## config.mk

```make
export PLATFORM = sky130hd
export DESIGN_NAME = chunk_window_decoder
export DESIGN_NICKNAME = d
export VERILOG_FILES = /design/src/rtl/cwd_pkg.sv /design/src/rtl/cwd_cfg_regs.sv /design/src/rtl/cwd_outbound.sv /design/src/rtl/cwd_inbound.sv /design/src/rtl/chunk_window_decoder.sv
export SDC_FILE = /design/constraint.sdc
export NUM_CORES = 1
export LEC_CHECK = 0
export BUFFER_PORTS_ARGS = -buffer_cell sky130_fd_sc_hd__buf_4
export CORE_UTILIZATION = 45
export CTS_CLUSTER_SIZE = 20
export DETAILED_ROUTE_END_ITERATION = 12
export GPL_TIMING_DRIVEN = 0
export PLACE_DENSITY_LB_ADDON = 0.2
export RECOVER_POWER = 100
export SETUP_SLACK_MARGIN = 0.3
export SLEW_MARGIN = 20
export SYNTH_ARGS = -nofsm -noshare
export SYNTH_HDL_FRONTEND = slang
export SYNTH_HIERARCHICAL = 1
export SYNTH_SLANG_ARGS = --single-unit
```

## constraint.sdc

```tcl
create_clock -name clk -period 3.2 [get_ports clk]
set_input_delay 0.64 -clock clk [delete_from_list [all_inputs] [get_ports clk]]
set_output_delay 0.64 -clock clk [all_outputs]
set_load 0.02 [all_outputs]
```

## src/rtl/cwd_pkg.sv

```systemverilog
`timescale 1ns/1ps
package cwd_pkg;
    localparam int DEF_ADDR_W   = 32;
    localparam int DEF_WIN_LG2  = 28;  // forwarding region: top 256 MiB
    localparam int DEF_CHUNK_LG2 = 23; // 8 MiB chunks
    localparam int DEF_CPU_LG2  = 20;  // 1 MiB CPU-local space
    localparam int DEF_MODE_LSB = 7;   // mode field position in control write
    localparam int MODE_W       = 2;

    typedef enum logic [MODE_W-1:0] {
        FM_OFF  = 2'b00,
        FM_ON   = 2'b01,
        FM_RSV2 = 2'b10,
        FM_RSV3 = 2'b11
    } fwd_mode_e;

    typedef enum logic {
        SEL_ENABLE = 1'b0,
        SEL_CTRL   = 1'b1
    } cfg_sel_e;

    typedef enum logic [1:0] {
        RT_SYS = 2'd0,
        RT_DS  = 2'd1,
        RT_CPU = 2'd2,
        RT_ERR = 2'd3
    } route_e;

    typedef struct packed {
        logic fwd;
        logic loc;
    } ob_result_t;

    function automatic logic [2:0] route_onehot(route_e r);
        case (r)
            RT_SYS:  return 3'b001;
            RT_DS:   return 3'b010;
            RT_CPU:  return 3'b100;
            default: return 3'b000;
        endcase
    endfunction
endpackage

```

## src/rtl/cwd_cfg_regs.sv

```systemverilog
`timescale 1ns/1ps
module cwd_cfg_regs
    import cwd_pkg::*;
#(
    parameter int DATA_W     = 32,
    parameter int NUM_CHUNKS = 32,
    parameter int MODE_LSB   = DEF_MODE_LSB
) (
    input  logic                  clk,
    input  logic                  rst,
    input  logic                  we,
    input  cfg_sel_e              sel,
    input  logic [DATA_W-1:0]     wdata,
    output logic [NUM_CHUNKS-1:0] en_q,
    output fwd_mode_e             mode_q
);
    always_ff @(posedge clk) begin
        if (rst) begin
            en_q   <= '0;
            mode_q <= FM_OFF;
        end else if (we) begin
            if (sel == SEL_ENABLE) en_q <= wdata[NUM_CHUNKS-1:0];
            else                   mode_q <= fwd_mode_e'(wdata[MODE_LSB +: MODE_W]);
        end
    end
endmodule

```

## src/rtl/cwd_outbound.sv

```systemverilog
`timescale 1ns/1ps
module cwd_outbound
    import cwd_pkg::*;
#(
    parameter int ADDR_W    = DEF_ADDR_W,
    parameter int WIN_LG2   = DEF_WIN_LG2,
    parameter int CHUNK_LG2 = DEF_CHUNK_LG2
) (
    input  logic [ADDR_W-1:0]                       addr,
    input  logic [(1 << (WIN_LG2-CHUNK_LG2))-1:0]   en,
    input  fwd_mode_e                               mode,
    output ob_result_t                              res
);
    localparam int IDX_W      = WIN_LG2 - CHUNK_LG2;
    localparam int NUM_CHUNKS = 1 << IDX_W;
    localparam int TOP_W      = ADDR_W - WIN_LG2;

    logic [NUM_CHUNKS-1:0] usable;
    logic [IDX_W-1:0]      idx;
    logic                  in_win;

    // End chunks are hardwired off; middle chunks follow their enable bit.
    for (genvar i = 0; i < NUM_CHUNKS; i++) begin : g_chunk
        if (i == 0 || i == NUM_CHUNKS-1) begin : g_end
            assign usable[i] = 1'b0;
        end else begin : g_mid
            assign usable[i] = en[i];
        end
    end

    assign in_win = &addr[ADDR_W-1 -: TOP_W];
    assign idx    = addr[WIN_LG2-1:CHUNK_LG2];

    always_comb begin
        res.fwd = (mode == FM_ON) && in_win && usable[idx];
        res.loc = !res.fwd;
    end

    logic unused_ob;
    assign unused_ob = ^{en[0], en[NUM_CHUNKS-1], addr[CHUNK_LG2-1:0]};
endmodule

```

## src/rtl/cwd_inbound.sv

```systemverilog
`timescale 1ns/1ps
module cwd_inbound
    import cwd_pkg::*;
#(
    parameter int ADDR_W    = DEF_ADDR_W,
    parameter int WIN_LG2   = DEF_WIN_LG2,
    parameter int CHUNK_LG2 = DEF_CHUNK_LG2,
    parameter int CPU_LG2   = DEF_CPU_LG2
) (
    input  logic [ADDR_W-1:0] addr,
    output route_e            route
);
    localparam int NUM_CHUNKS = 1 << (WIN_LG2 - CHUNK_LG2);
    localparam logic [ADDR_W-1:0] ALL1     = {ADDR_W{1'b1}};
    localparam logic [ADDR_W-1:0] WIN_BASE = ALL1 << WIN_LG2;
    localparam logic [ADDR_W-1:0] CHUNK_SZ = ADDR_W'(1) << CHUNK_LG2;
    localparam logic [ADDR_W-1:0] DS_LO    = WIN_BASE + CHUNK_SZ;
    localparam logic [ADDR_W-1:0] DS_END   = WIN_BASE + ADDR_W'(NUM_CHUNKS-1) * CHUNK_SZ;
    localparam logic [ADDR_W-1:0] CPU_LO   = ALL1 << CPU_LG2;

    always_comb begin
        if (addr < DS_LO)        route = RT_SYS;
        else if (addr < DS_END)  route = RT_DS;
        else if (addr >= CPU_LO) route = RT_CPU;
        else                     route = RT_ERR;
    end
endmodule

```

## src/rtl/chunk_window_decoder.sv

```systemverilog
`timescale 1ns/1ps
module chunk_window_decoder
    import cwd_pkg::*;
#(
    parameter int ADDR_W    = DEF_ADDR_W,
    parameter int WIN_LG2   = DEF_WIN_LG2,
    parameter int CHUNK_LG2 = DEF_CHUNK_LG2,
    parameter int CPU_LG2   = DEF_CPU_LG2,
    parameter int MODE_LSB  = DEF_MODE_LSB,
    parameter int DATA_W    = 32
) (
    input  logic              clk,
    input  logic              rst,
    input  logic              cfg_we,
    input  logic              cfg_sel,
    input  logic [DATA_W-1:0] cfg_wdata,
    input  logic [ADDR_W-1:0] ob_addr,
    output logic              ob_fwd,
    output logic              ob_local,
    input  logic [ADDR_W-1:0] ib_addr,
    output logic [2:0]        ib_route,
    output logic              ib_err
);
    localparam int NUM_CHUNKS = 1 << (WIN_LG2 - CHUNK_LG2);

    logic [NUM_CHUNKS-1:0] en_q;
    fwd_mode_e             mode_q;
    ob_result_t            ob_res;
    route_e                ib_rt;

    cwd_cfg_regs #(
        .DATA_W(DATA_W), .NUM_CHUNKS(NUM_CHUNKS), .MODE_LSB(MODE_LSB)
    ) u_regs (
        .clk(clk), .rst(rst), .we(cfg_we), .sel(cfg_sel_e'(cfg_sel)),
        .wdata(cfg_wdata), .en_q(en_q), .mode_q(mode_q)
    );

    cwd_outbound #(
        .ADDR_W(ADDR_W), .WIN_LG2(WIN_LG2), .CHUNK_LG2(CHUNK_LG2)
    ) u_ob (
        .addr(ob_addr), .en(en_q), .mode(mode_q), .res(ob_res)
    );

    cwd_inbound #(
        .ADDR_W(ADDR_W), .WIN_LG2(WIN_LG2), .CHUNK_LG2(CHUNK_LG2), .CPU_LG2(CPU_LG2)
    ) u_ib (
        .addr(ib_addr), .route(ib_rt)
    );

    assign ob_fwd   = ob_res.fwd;
    assign ob_local = ob_res.loc;
    assign ib_route = route_onehot(ib_rt);
    assign ib_err   = (ib_rt == RT_ERR);
endmodule

```

; ---- After elaboration in Yosys (flattened, before gate mapping)
; Index checks and enable logic that the tools add are counted.
[word_totals]
n_memories = 0
ramBits = 0
out_inout_bits = 6
latch_bits = 0
in_bits = 100
register_bits = 33
rom_bits = 0
[op_classes]
n_lt_le_gt_ge = 4
n_eq_ne = 4
n_shift = 0
addsub = 0
bitwise_logic = 1
div_mod_pow = 0
n_mux = 6
mul = 0
reduce_logical = 7
[op_table]
columns = op, n
row1 = $lt 32x32->1 const B, 2
row2 = $ge 32x32->1 const B, 1
row3 = $pmux 3 s3, 1
row4 = $lt 5x6->1 const B, 1
row5 = $bmux 1 s5, 1
row6 = $eq 2x1->1 const B, 2
row7 = $eq 2x2->1 const B, 2
row8 = $mux 2, 2
row9 = $reduce_and 2->1, 2
row10 = $reduce_and 4->1, 1
row11 = $logic_and 1x1->1, 2
row12 = $logic_not 2->1, 1
row13 = $mux 1, 2
row14 = $logic_not 1->1, 1
row15 = $not 1->1, 1

; ---- Depth between registers and ports, before layout
; Gate-level depths: netlist of the first run.
[depth]
ltp_word = 6
mapped_depth = 5
depth_no_buf = 4

; ---- Hierarchy
; Netlist of the first run, hierarchy kept.
[by_module_without_submodules]
columns = module, seq_area_each_um2, cells_each, n_inst, area_each_um2
row1 = cwd_cfg_regs, 680.7, 152, 1, 1635.3
row2 = cwd_outbound, 0.0, 30, 1, 324.1
row3 = cwd_inbound, 0.0, 9, 1, 48.8
row4 = chunk_window_decoder, 0.0, 4, 1, 26.3

; ---- Worst setup path after synthesis of the first run
; No wires, ideal clock.
[synth_timing]
path_kind = input port to output port
start = input port ob_addr[23]
end = output port ob_fwd
required_time_ps = 2560
arrival_time_ps = 2080
slack_ps = 480
cell_stages = 5
path_cell_list = buf_6 mux4_1 mux2_2 or3_1 and3_1
[synth_between]
elab_chain_cells = 3
[synth_lines]
columns = element, line
row1 = start: declaration, chunk_window_decoder.sv:17  ; input logic [ADDR_W-1:0] ob_addr,
row2 = $bmux 1 s5, cwd_outbound.sv:35  ; res.fwd = (mode == FM_ON) && in_win && usable[idx];
row3 = $mux 1 (not written as such), cwd_outbound.sv:35
row4 = $logic_and 1x1->1, cwd_outbound.sv:35
row5 = end: declaration, chunk_window_decoder.sv:18  ; output logic ob_fwd,
; Every way passes these cells. The select of a mux whose other input is x is not followed.

; ---- Worst setup path in the final report of the first run
[layout_timing]
start = input port ob_addr[24]
end = output port ob_fwd
; The elaborated chain is that of the path after synthesis.

==> metrics list, run 1 <==
- The run finished with clean final reports.
- STA classifies the critical path startpoint as an input port.
- DR WL/cell: 14.8 um
* Synthesized area divided by synthesized cell count: 10.4 sq um
- The floorplan has 23 rows.
- Overall fraction of global-route tracks in use: 21.5%
* Setup violations, final: 0
- Clock slew seen by the registers of the worst setup and hold paths: 0.06 ns
- Summing all multi-input logic gate instances after layout gives 1110 sq um.
* Final core utilization: 59.9%
- In the final layout, flip-flops and latches occupy 641 sq um.
- Counting both buffers and inverters, the worst setup path holds a total of 3.
- Mean number of vias per cell: 5.39
- The count of cells in the finished layout, fillers not included, comes to 302.
* Detailed placement HPWL: 3320 um
* First-pass DRT Iterations: 4
- For the worst-skew pair, the clock arrives at the later sink with an insertion delay of 0.28 ns.
- From bottom edge to top edge, the die measures 67.7 um.
- Summed negative setup slack over all endpoints: 0 ns
* Antenna violations before repair: 0
- Critical Setup Path Class: input port to output port
* Crit-path max cell delay: 0.50 ns
* Highest attainable clock frequency: 0.340 GHz
- Die Area: 4580 sq um
- After detailed routing, the wire length on met1 is 1960 um.
- During I/O placement, the number of pins put on the boundary was 106.
- Total number of vias: 1,628
- CP top delay family: multiplexers
- Entering global routing, the biggest net connects 11 pins.
- Once layout is done, the placed cells without fillers occupy 2430 sq um.
* Number of DRC markers in iteration 0: 89
- Critical Path Sink Type: output port
- The clock passes through at most 2 buffers.
- Worst min-delay path class: register to register
* Top layer reached by signal wires: met4
- Cell at the root of the clock tree: clkbuf_8
* Worst path cell trace: buf_4 > clkbuf_2 > mux2i_1 > mux4_1 > o221ai_1 > and3_1 > buf_4
- Overall routed net length: 4460 um
- Antenna Nets Post-Route: 0
- Counting tap cells, the placed design contains a total of 295 instances.
* Number of global-route vias before repair: 1,496
* Total chip power: 0.924 mW
- The analysis attributes to cell leakage a power of 0.955 nW.
- Total number of yosys warnings: 6
* Skew final: 0 ns
* Grt total ovfl: 0
- Measured against its own limit, the worst slew margin works out to 65.6%.
* Starting utilization of the core area: 47.9%
- Hold repair after CTS inserted 0 buffers.
* Transition time of the tightest slew-check pin: 0.516 ns
- Counting stages on the worst path, the most repeated cell is buf_4.
- Max Cap Violations: 0
* PD cells: 380 nW/um^2
* P&R area growth vs syn: 25.3%
- For this run, design rule violations remaining after detail routing come to 0.
* CP max FO: 10
- Num CTS Buffers: 5
- Pins over their slew limit: 0
* Setup repair after global routing missed its margin: false
- Measured along the x axis, the die boundary spans 67.7 um.
- Synthesis handed over a netlist of 187 instances.
* Final critical path time including I/O delays and setup: 2.94 ns
- Total nets after synthesis: 287
- Post-cts resize count: 0
* TritonCTS clock tree: yes
- # H-tree levels: 2
* Post-synth design cell area: 1940 sq um
- The worst-case IR drop observed on VDD is 0.286 mV.
- Buffers placed on the I/O ports in this run total 58.
- 0 antenna diodes ended up in the layout.
- Number of hold-slack violations in the final timing report: 0
* Number of buffers inserted by post-CTS setup repair: 0
- RePlAce Congestion: 0.751
* Placed instance area: 2440 sq um
* Filler Cells Inserted: 390
- Cells with a size suffix above 1 make up 32.9% of the layout.
- Detailed-routed wire length on met2: 2020 um
* Total Nets Final: 352
- Arrival time of data at the critical path endpoint: 2.30 ns
* Cell with the largest stage delay on the worst path: mux4_1
- The clock drives 32 sinks.
- Floorplan Core Area: 4060 sq um
* Ratio of final minimum period to clock period: 92.0%
- Required time of the critical path: 2.56 ns
- Met3 wire length: 422 um
* Wire length of the first global-routing pass: 7080 um
## cell type report
| type | instances | share of cell area [%] |
|---|---|---|
| inverters | 1 | 0.154 |
| plain buffers | 18 | 4.06 |
| well taps | 50 | 2.57 |
| repair buffers | 58 | 17.1 |
| multi-input cells | 136 | 45.8 |
| clock buffers | 7 | 3.96 |
| flip-flops and latches | 32 | 26.3 |
## per-stage QoR
stage | hold WS (ns) | setup WS [ns]
final | 0.468 | 0.258
after global placement | 0.448 | 0.315
after floorplan | 0.437 | 0.480
after detailed placement | 0.453 | 0.304
after CTS | 0.467 | 0.304
after global routing | 0.491 | 0.203
## state kept, by name (all words and copies together) (netlist names)
register       count
u_regs/en_q       30
u_regs/mode_q      2
## per-layer routing
| metal | vias up | global-route usage (%) |
|---|---|---|
| met3 | 6 | 6.76 |
| met2 | 57 | 34.9 |
| met1 | 750 | 26.4 |
| met5 | - | 0 |
| met4 | 0 | 7.98 |
| li1 | 815 | - |
## cell usage in the layout, fill, tap and decap left out, types with 3 or more instances in the layout
cell type,n
o21ai_2,7
dfxtp_1,32
mux2i_1,10
nor2_1,3
mux4_2,3
buf_6,3
buf_4,54
nand2_1,3
buf_2,3
clkbuf_8,7
clkbuf_1,15
nand4bb_1,28
o21ai_0,21
nand2b_1,35
mux2_2,3
nand3_1,3
## final timing paths
kind	start	end	slack, ns	depth (start not counted)
setup / recovery	ob_addr[24]	ob_fwd	0.26	7
hold / removal	u_regs/mode_q[1]	u_regs/mode_q[1]	0.47	2
setup reg to reg	u_regs/en_q[21]	u_regs/en_q[21]	2.51	2
hold reg to reg	u_regs/mode_q[1]	u_regs/mode_q[1]	0.47	2
## worst register-to-register path, cell delays in order (launching register included)
cell and delay, ns:
dfxtp_1 0.35, nand2b_1 0.07, o21ai_0 0.19
## power breakdown
group	leakage, nW	internal [mW]	switching (mW)
combinational	0.643	0.0945	0.0639
sequential	0.262	0.418	0.0102
clock	0.0503	0.191	0.146
total	0.955	0.704	0.220
Note: power is estimated with default switching activity, not from simulation.
==> run 2: changes to the inputs <==
--- a/config.mk
+++ b/config.mk
@@ -11,7 +11,7 @@
 export DETAILED_ROUTE_END_ITERATION = 12
 export GPL_TIMING_DRIVEN = 0
 export PLACE_DENSITY_LB_ADDON = 0.2
-export RECOVER_POWER = 100
+export RECOVER_POWER = 25
 export SETUP_SLACK_MARGIN = 0.3
 export SLEW_MARGIN = 20
 export SYNTH_ARGS = -nofsm -noshare
==> run 2 against run 1 <==
Net effect: core utilization up 1.9 points; sequential share of layout area is 0.80 points lower; via count is 0.37% higher; first-iteration DRC count shrank 30%; sequential power about the same; total power grew 1.0%; critical endpoint unchanged; wire length is 0.76% lower; largest cell class unchanged; cell area grew 3.1%; combinational power increased by 6%.
==> metrics list, run 2 (synthesized netlist as in run 1, its figures left out) <==
- Required time of the critical path: 2.56 ns (about the same)
- The number of hold violations in the final report is 0 (unchanged).
* Clock slew seen by the registers of the worst setup and hold paths: 0.06 ns (about the same)
* Grt total ovfl: 0 (unchanged)
* Final critical path time including I/O delays and setup: 2.86 ns (was 2.94 ns)
- The half-perimeter wire length after detailed placement came to 3320 um (unchanged).
- The post-synthesis to final-layout area growth came to 29.2% (was 25.3%).
* Transition time of the tightest slew-check pin: 0.557 ns (was 0.516 ns)
- The nature of the critical path endpoint is an output port (unchanged).
* Port Buffers: 58 (unchanged)
* Flip-flop count of the largest register, all copies and words added: 30 (unchanged)
- The share of layout cells above drive strength 1 came to 40.1% (was 32.9%).
* Floorplan Core Area: 4060 sq um (unchanged)
* Overall fraction of global-route tracks in use: 21.5% (unchanged)
- The remaining max-slew budget at the tightest pin came to 62.8% (was 65.6%).
- # H-tree levels: 2 (unchanged)
- Final core utilization: 61.8% (was 59.9%)
- Starting utilization of the core area: 47.9% (unchanged)
- Antenna Nets Post-Route: 0 (unchanged)
- Number of top-level pins: 106 (unchanged)
- First-pass DRT Iterations: 4 (unchanged)
- Antenna diode count: 0 (unchanged)
- Antenna violations before repair: 0 (unchanged)
- The post-detailed-routing wire length was 4430 um (was 4460 um).
- The clock buffer count from CTS is 5 (unchanged).
* Critical Setup Path Class: input port to output port (unchanged)
* Skew final: 0 ns (unchanged)
- DR WL/cell: 14.7 um (was 14.8 um)
- Arrival time of data at the critical path endpoint: 2.22 ns (was 2.30 ns)
- RePlAce Congestion: 0.751 (unchanged)
* Number of standard-cell rows in the floorplan: 23 (unchanged)
* Highest attainable clock frequency: 0.350 GHz (was 0.340 GHz)
- Setup repair after global routing missed its margin: false (unchanged)
* Type of origin of the critical path: input port (unchanged)
* Mean number of vias per cell: 5.41 (was 5.39)
* Most used cells in the layout excluding fill and tap cells: buf_4 (59), nand2b_1 (35), dfxtp_1 (32) (was buf_4 (54), nand2b_1 (35), dfxtp_1 (32))
- The DRC violation total after the first TritonRoute iteration came to 62 (was 89).
* Max Cap Violations: 0 (unchanged)
* Lkg Pwr: 1.00 nW (was 0.955 nW)
- PD cells: 372 nW/um^2 (was 380 nW/um^2)
- Setup violations, final: 0 (unchanged)
- Wire length of the first global-routing pass: 7080 um (unchanged)
- The worst ir drop on vdd is 0.286 mV (about the same).
- CP max FO: 10 (unchanged)
* Register containing the most flip-flops in the final layout: u_regs/en_q (unchanged)
- Most common cell after layout, fill and taps aside: buf_4 (unchanged)
* Summed negative setup slack over all endpoints: 0 ns (unchanged)
* TritonCTS clock tree: yes (unchanged)
- The number of pins exceeding their max-slew limit in the final report is 0 (unchanged).
* Die outline width: 67.7 um (unchanged)
* Number of global-route vias before repair: 1,496 (unchanged)
* Total number of vias: 1,634 (was 1,628)
- The full die area is 4580 sq um (unchanged).
* Maximum number of pins on one net before global-route repair: 11 (unchanged)
* Biggest registers after layout: u_regs/en_q x30, u_regs/mode_q x2 (unchanged)
* Total Nets Final: 352 (unchanged)
- The die span in y is 67.7 um (unchanged).
- Total DRC errors in the routed layout: 0 (unchanged)
- The final clock period utilization by the worst path was 89.4% (was 92.0%).
- Sinks on Clock Net: 32 (unchanged)
- The number of buffers on the longest clock path is 2 (unchanged).
* Status: complete, no violations (unchanged)
* Cell at the root of the clock tree: clkbuf_8 (unchanged)
* Latest clock arrival within the worst-skew pair: 0.28 ns (about the same)
* Filler Cells Inserted: 370 (was 390)
* Worst min-delay path class: register to register (unchanged)
run 2: final timing paths:
kind	cells past startpoint	startpoint	to	slack [ns]
max	7	ob_addr[24]	ob_fwd	0.34
min	2	u_regs/mode_q[1]	u_regs/mode_q[1]	0.47
max reg2reg	2	u_regs/en_q[21]	u_regs/en_q[21]	2.56
min reg2reg	2	u_regs/mode_q[1]	u_regs/mode_q[1]	0.47
run 2: repair_timing:
item                       in CTS  in global routing
gates resized for setup         0                  2
hold buffers                    0                  0
setup endpoints to repair       0                  1
setup buffers                   0                  0
run 2: per-layer routing:
metal	GRT usage [%]	wire, um	vias up
li1	-	-	820
met1	26.4	1940	757
met2	34.9	2040	51
met3	6.76	386	6
met4	7.98	65	0
met5	0	0	-
run 2: metrics by stage:
| step | hold WS (ns) | setup slack (ns) | area, sq um | total power [mW] | instances |
|---|---|---|---|---|---|
| CTS | 0.467 | 0.304 | 2540 | 0.951 | 302 |
| finish | 0.468 | 0.340 | 2510 | 0.933 | 302 |
| global placement | 0.448 | 0.315 | 2440 | 0.605 | 295 |
| global route | 0.491 | 0.309 | 2510 | 0.976 | 302 |
| floorplan | 0.437 | 0.480 | 1940 | 0.531 | 187 |
| detailed placement | 0.453 | 0.304 | 2440 | 0.608 | 295 |
run 2: critical path, stage by stage:
cell	delay, ns
buf_4	0.13
buf_4	0.19
mux2i_1	0.13
mux4_1	0.50
o221ai_1	0.29
and3_1	0.21
buf_4	0.14
run 2: power by group:
group          internal, mW  switching (mW)  total, mW
clock network         0.191           0.146      0.338
logic                0.0996          0.0678      0.167
registers             0.418          0.0101      0.428
total                 0.709           0.224      0.933
run 2: layout make-up:
class                      instances  area (sq um)  share of cell area (%)
multi-input combinational        136          1160                    46.1
sequential                        32           641                    25.5
timing repair buffer              58           432                    17.2
buffer                            18           116                    4.64
clock buffer                       7          96.3                    3.84
tap                               50          62.6                    2.49
inverter                           1          3.75                   0.150
